<file path="src/rtl/synth_pkg.sv">
package synth_pkg;

    // Reference routing code {bit1, bit0}
    typedef enum logic [1:0] {
        SEL_BASE_BASE = 2'b00,
        SEL_MED_MED   = 2'b01,
        SEL_MED_SLOW  = 2'b10,
        SEL_SLOW_MED  = 2'b11
    } ref_route_e;

    localparam int MIN_RATIO = 16;

endpackage

</file>
<file path="src/rtl/ratio_counter.sv">
module ratio_counter #(
    parameter int W = 14
) (
    input  logic         clk,
    input  logic         rst_n,
    input  logic         step,
    input  logic [W-1:0] ratio,
    output logic         term
);
    typedef struct packed {
        logic [W-1:0] cnt;
    } state_t;

    state_t st_d, st_q;
    logic [W-1:0] ratio_eff;

    always_comb begin
        ratio_eff = (ratio < W'(synth_pkg::MIN_RATIO)) ? W'(synth_pkg::MIN_RATIO) : ratio;
        term      = step && (st_q.cnt == '0);
        st_d      = st_q;
        if (step) begin
            st_d.cnt = term ? (ratio_eff - W'(1)) : (st_q.cnt - W'(1));
        end
    end

    always_ff @(posedge clk or negedge rst_n) begin
        if (!rst_n) begin
            st_q <= '0;
        end else begin
            st_q <= st_d;
        end
    end
endmodule

</file>
<file path="src/rtl/rate_router.sv">
module rate_router #(
    parameter int MED_RATIO  = 4,
    parameter int SLOW_RATIO = 25
) (
    input  logic       clk,
    input  logic       rst_n,
    input  logic       base_p,
    input  logic [1:0] route,
    output logic       tx_ref,
    output logic       rx_ref
);
    import synth_pkg::*;

    localparam int MW = (MED_RATIO  > 1) ? $clog2(MED_RATIO)  : 1;
    localparam int SW = (SLOW_RATIO > 1) ? $clog2(SLOW_RATIO) : 1;

    typedef struct packed {
        logic [MW-1:0] med_cnt;
        logic [SW-1:0] slow_cnt;
    } state_t;

    state_t st_d, st_q;
    logic   med_p, slow_p;

    always_comb begin
        med_p  = base_p && (st_q.med_cnt == MW'(MED_RATIO - 1));
        slow_p = med_p && (st_q.slow_cnt == SW'(SLOW_RATIO - 1));
        st_d   = st_q;
        if (base_p) begin
            st_d.med_cnt = med_p ? '0 : st_q.med_cnt + MW'(1);
        end
        if (med_p) begin
            st_d.slow_cnt = slow_p ? '0 : st_q.slow_cnt + SW'(1);
        end
        unique case (ref_route_e'(route))
            SEL_BASE_BASE: begin tx_ref = base_p; rx_ref = base_p; end
            SEL_MED_MED:   begin tx_ref = med_p;  rx_ref = med_p;  end
            SEL_MED_SLOW:  begin tx_ref = med_p;  rx_ref = slow_p; end
            default:       begin tx_ref = slow_p; rx_ref = med_p;  end
        endcase
    end

    always_ff @(posedge clk or negedge rst_n) begin
        if (!rst_n) begin
            st_q <= '0;
        end else begin
            st_q <= st_d;
        end
    end
endmodule

</file>
<file path="src/rtl/phase_cmp.sv">
module phase_cmp (
    input  logic clk,
    input  logic rst_n,
    input  logic ref_p,
    input  logic fb_p,
    output logic up,
    output logic dn
);
    typedef struct packed {
        logic up;
        logic dn;
    } state_t;

    state_t st_d, st_q;

    always_comb begin
        st_d.up = st_q.up | ref_p;
        st_d.dn = st_q.dn | fb_p;
        if (st_d.up && st_d.dn) begin
            st_d = '0;
        end
    end

    always_ff @(posedge clk or negedge rst_n) begin
        if (!rst_n) begin
            st_q <= '0;
        end else begin
            st_q <= st_d;
        end
    end

    assign up = st_q.up;
    assign dn = st_q.dn;
endmodule

</file>
<file path="src/rtl/lock_watch.sv">
module lock_watch #(
    parameter int WIN  = 4,
    parameter int REFS = 8
) (
    input  logic clk,
    input  logic rst_n,
    input  logic ref_p,
    input  logic up,
    input  logic dn,
    output logic locked
);
    localparam int WW = $clog2(WIN + 1);
    localparam int GW = $clog2(REFS + 1);

    typedef struct packed {
        logic [WW-1:0] width;
        logic [GW-1:0] good;
        logic          lock;
    } state_t;

    state_t st_d, st_q;
    logic   active, wide;

    always_comb begin
        active = up | dn;
        wide   = active && (st_q.width == WW'(WIN));
        st_d   = st_q;
        if (!active) begin
            st_d.width = '0;
        end else if (!wide) begin
            st_d.width = st_q.width + WW'(1);
        end
        if (wide) begin
            st_d.good = '0;
            st_d.lock = 1'b0;
        end else begin
            if (ref_p && (st_q.good != GW'(REFS))) begin
                st_d.good = st_q.good + GW'(1);
            end
            st_d.lock = st_q.lock | (st_d.good == GW'(REFS));
        end
    end

    always_ff @(posedge clk or negedge rst_n) begin
        if (!rst_n) begin
            st_q <= '0;
        end else begin
            st_q <= st_d;
        end
    end

    assign locked = st_q.lock;
endmodule

</file>
<file path="src/rtl/synth_core.sv">
module synth_core #(
    parameter int REF_W      = 12,
    parameter int FB_W       = 14,
    parameter int MED_RATIO  = 4,
    parameter int SLOW_RATIO = 25,
    parameter int LOCK_WIN   = 4,
    parameter int LOCK_REFS  = 8
) (
    input  logic             clk,
    input  logic             rst_n,
    input  logic             xtal_en,
    input  logic             tx_osc_en,
    input  logic             rx_osc_en,
    input  logic [REF_W-1:0] ref_div,
    input  logic [FB_W-1:0]  tx_div,
    input  logic [FB_W-1:0]  rx_div,
    input  logic [1:0]       ref_sel,
    output logic             tx_up,
    output logic             tx_dn,
    output logic             rx_up,
    output logic             rx_dn,
    output logic             tx_lock_n
);
    localparam int NLOOP = 2;  // index 0 transmit, index 1 receive

    logic             ref_a, tx_ref, rx_ref, tx_locked;
    logic [NLOOP-1:0] loop_step, loop_ref, loop_fb, loop_up, loop_dn;
    logic [FB_W-1:0]  loop_ratio [NLOOP];

    ratio_counter #(.W(REF_W)) u_refdiv (
        .clk(clk), .rst_n(rst_n), .step(xtal_en), .ratio(ref_div), .term(ref_a)
    );

    rate_router #(.MED_RATIO(MED_RATIO), .SLOW_RATIO(SLOW_RATIO)) u_route (
        .clk(clk), .rst_n(rst_n), .base_p(ref_a), .route(ref_sel),
        .tx_ref(tx_ref), .rx_ref(rx_ref)
    );

    assign loop_step     = {rx_osc_en, tx_osc_en};
    assign loop_ref      = {rx_ref, tx_ref};
    assign loop_ratio[0] = tx_div;
    assign loop_ratio[1] = rx_div;

    for (genvar i = 0; i < NLOOP; i++) begin : g_loop
        ratio_counter #(.W(FB_W)) u_fbdiv (
            .clk(clk), .rst_n(rst_n), .step(loop_step[i]),
            .ratio(loop_ratio[i]), .term(loop_fb[i])
        );
        phase_cmp u_pfd (
            .clk(clk), .rst_n(rst_n), .ref_p(loop_ref[i]), .fb_p(loop_fb[i]),
            .up(loop_up[i]), .dn(loop_dn[i])
        );
    end

    lock_watch #(.WIN(LOCK_WIN), .REFS(LOCK_REFS)) u_lock (
        .clk(clk), .rst_n(rst_n), .ref_p(tx_ref),
        .up(loop_up[0]), .dn(loop_dn[0]), .locked(tx_locked)
    );

    assign tx_up     = loop_up[0];
    assign tx_dn     = loop_dn[0];
    assign rx_up     = loop_up[1];
    assign rx_dn     = loop_dn[1];
    assign tx_lock_n = ~tx_locked;
endmodule

</file>
<file path="config.mk">
export PLATFORM = sky130hd
export DESIGN_NAME = synth_core
export DESIGN_NICKNAME = d
export VERILOG_FILES = /design/src/rtl/synth_pkg.sv /design/src/rtl/ratio_counter.sv /design/src/rtl/rate_router.sv /design/src/rtl/phase_cmp.sv /design/src/rtl/lock_watch.sv /design/src/rtl/synth_core.sv
export SDC_FILE = /design/constraint.sdc
export NUM_CORES = 1
export LEC_CHECK = 0
export BUFFER_PORTS_ARGS = -buffer_cell sky130_fd_sc_hd__buf_2
export CORE_MARGIN = 8
export CORE_UTILIZATION = 40
export DETAILED_ROUTE_END_ITERATION = 10
export PLACE_DENSITY = 0.67
export RECOVER_POWER = 25
export SLEW_MARGIN = 30
export SYNTH_ARGS = -nofsm -noshare
export SYNTH_HDL_FRONTEND = slang
export SYNTH_SLANG_ARGS = --single-unit
</file>
<file path="constraint.sdc">
create_clock -name clk -period 6.3 [get_ports clk]
set_clock_uncertainty 0.05 [all_clocks]
set_input_delay 0.945 -clock clk [delete_from_list [all_inputs] [get_ports clk]]
set_output_delay 0.945 -clock clk [all_outputs]
set_load 0.01 [all_outputs]
</file>
==> flow_summary_export.csv <==
group,metric,value,unit
min_path,min_from,"g_loop[1].u_pfd.dn",
critical_path,cp_max_fo,6,
placed_design,port_buffers,51,
clock_network,cts-root-buf,"clkbuf_8",
critical_path,r2r_cells,12,
sta,post-route-min-period,4153,ps
sta,worstMarginPinSlew,3230,ps
synthesis,syn-num-nets,572,
clock_network,cts_inserted_buffers,9,
critical_path,r2r_end,"u_refdiv.st_q[10]",
critical_path,r2r-start,"u_refdiv.st_q[5]",
min_path,holdPathEnd,"g_loop[1].u_pfd.up",
critical_path,critical_path.startpoint_type,"input port",
floorplanning,placeableCoreArea,10280,um2
routing,drt_wl_total,10.68,mm
run_status,violations,"max-capacitance violations, max-slew violations",
finish,nets,619,
clock_network,cts_buffer_depth,2,
floorplanning,initial_core_util,40.87,%
pwr,p_total,0.001431,W
sta,final-hold-violation-count,0,
grt,antenna_found_initial,0,
synthesis,syn_area,4200,um2
grt,grt_pass1_vias,4051,
sta,slew_violations,60,
clock_network,cts_tree,"built",
floorplanning,die_area,14040,um2
routing,drt_pass1_iterations,5,
synthesis,synth.most_common_cell,"nor2_1",
critical_path,r2r_slack,2800,ps
pwr,power_per_cell_area,300.8,nW/um2
floorplanning,die_h,118.5,um
clock_network,ctsHoldBuffers,0,
floorplanning,io-pin-count,52,
finish,layout-drive-gt1-share,14.92,%
routing,viasPerCell,5.830,
routing,ant_nets,0,
clock_network,clock_sinks,59,
clock_network,clk_pin_slew,70,ps
finish,fin_util,46.29,%
sta,rsz0062_at_grt,"no",
flow_run,cap_violations,1,
synthesis,synth.avg_cell_area,8.204,um2
clock_network,ctsResizeCount,0,
clock_network,cts_max_level,3,
synthesis,yosys.area.top_type,"dfrtp_1",
floorplanning,die_x,118.5,um
critical_path,cp_data_required_time,6510,ps
synthesis,synthTopCellsByArea,"dfrtp_1 (35%), nor2_1 (5.5%), nand2_1 (5.5%)",
sta,slew_headroom,-115.4,%
synthesis,synth.distinct_cells,71,
critical_path,end_kind,"flip-flop",
grt,grt_start_max_net_pins,60,
grt,grt-ovfl-total,0,
synthesis,synth_common_cells,"nor2_1 (62), nand2_1 (61), dfrtp_1 (59)",
routing,wl_per_cell,15.27,um
synthesis,ys_ff_latch,59,
critical_path,worst_ep_arrival_time,4360,ps
critical_path,path_class,"in -> reg",
placed_design,hpwl,7.908,mm
synthesis,synthFlopType,"dfrtp_1",
critical_path,crit_start,"ref_div[10]",
grt,grt_use_total,15.62,%
finish,antennaDiodeCount,0,
min_path,min_path_type,"reg -> reg",
synthesis,yosys_warnings,0,
placed_design,place_congestion,0.9017,
sta,finalCritPeriodShare,65.92,%
sta,max_freq,0.2408,GHz
grt,grt_pass1_wl,18.75,mm
routing,drc_errors,0,
run_status,status,"finished, violations left",
pwr,p_leak,1.950,nW
pwr,peakVddDrop,0.1419,mV
routing,drtIter0Drc,263,
clock_network,worstSkewPairLatency,330,ps
synthesis,synth_edf_count,0,
finish,fillers,1043,
finish,area_growth_syn_to_layout,13.26,%
synthesis,async_flop_share,100.0,%
synthesis,synthCells,512,
clock_network,cts_setup_buffers,0,
sta,finalSetupViolCount,0,
min_path,whs_path_depth,1,
synthesis,ys_seq_area_share,35.15,%
floorplanning,fp-row-count,37,
routing,num_vias,4075,
synthesis,synth.top_cell.area_share,35.15,%
sta,tns,0,ps
==> stage by stage <==
| stage | hold WS, ps | instance area, um2 | setup slack [ps] | cells |
|---|---|---|---|---|
| global placement | 394.1 | 4567 | 1896 | 684 |
| detailed placement | 412.8 | 4567 | 1823 | 684 |
| CTS | 411.8 | 4761 | 2196 | 699 |
| finish | 408.1 | 4757 | 2147 | 699 |
| global route | 437.3 | 4757 | 1826 | 699 |
| floorplan | 392.8 | 4200 | 2219 | 512 |
==> cell usage in the layout, fill, tap and decap left out, types with 8 or more instances in the layout <==
cell type  Yosys  layout
xnor2_1        8       8
buf_2          2      51
a21oi_1       33      33
ha_1          13      13
clkbuf_8       0      11
nor3_1        20      20
dfrtp_1       59      59
inv_1         18      18
mux2i_1       11      11
a31oi_1       11      11
o21ai_0       25      25
nand4_1        8       8
nor2_1        62      62
nor4_1        14      14
nand2_1       61      61
nand3_1       12      12
==> routing by layer <==
| layer | wire (um) | up-vias | part of all wire, % | track usage, % |
|---|---|---|---|---|
| met1 | 4727 | 1971 | 44 | 18.36 |
| met5 | 0 | - | 0 | 0 |
| met2 | 5223 | 88 | 49 | 27.03 |
| met4 | 189 | 0 | 1.8 | 5.059 |
| li1 | - | 2001 | - | - |
| met3 | 536 | 15 | 5.0 | 4.331 |
==> registers in the layout, summed over array words and instances, names as in the netlist <==
register and flops:
g_loop.u_fbdiv.st_q 28, u_lock.st_q 7, g_loop.u_pfd.dn 2, u_lock.locked 1, u_refdiv.st_q 12, g_loop.u_pfd.up 2, u_route.st_q 7
==> worst max-delay path by stage <==
stage	slack, ps	depth (start not counted)	endpoint
4_1_cts	2200	13	u_refdiv.st_q[10]
5_1_grt	1830	2	g_loop[1].u_fbdiv.st_q[2]
6_report	2150	13	u_refdiv.st_q[10]
3_5_place_dp	1820	13	u_refdiv.st_q[10]
2_1_floorplan	2220	13	g_loop[1].u_fbdiv.st_q[10]
3_3_place_gp	1900	14	g_loop[1].u_fbdiv.st_q[10]
==> cells by family after synthesis <==
logic type                 Yosys count  share of synthesized area (%)
muxes                               15                          3.694
buffers and inverters               34                          3.187
DFF                                 59                          35.15
and+or+nand+nor                    246                          30.92
AOI/OAI and AO/OA                  135                          21.09
xor gates and xnor gates            10                          2.085
adders and majority gates           13                          3.873
==> final cells by class <==
cell class / count / area [um2] / area share, %
multi-input cells: 419 / 2590 / 54.44
inverters: 18 / 67.56 / 1.420
flip-flops and latches: 59 / 1476 / 31.04
clock inverters: 2 / 35.03 / 0.7365
clock buffers: 13 / 158.9 / 3.340
well taps: 136 / 170.2 / 3.577
repair buffers: 52 / 259.0 / 5.444
==> power by group <==
| group | internal [W] | total (W) | switching, W |
|---|---|---|---|
| sequential | 0.000490 | 0.000627 | 0.000137 |
| combinational | 0.000209 | 0.000453 | 0.000244 |
| clock | 0.000202 | 0.000351 | 0.000149 |
| total | 0.000901 | 0.00143 | 0.000530 |
==> critical path: stages <==
cell,delay (ps)
buf_2,120
or4_4,550
nor4_1,350
nor2_1,140
a21oi_1,200
ha_1,230
nor3b_1,510
nor4b_1,400
and4_1,260
o21ai_2,80
o31a_1,280
a31o_1,180
a21oi_1,120
Power figures use the tool's default switching activity.
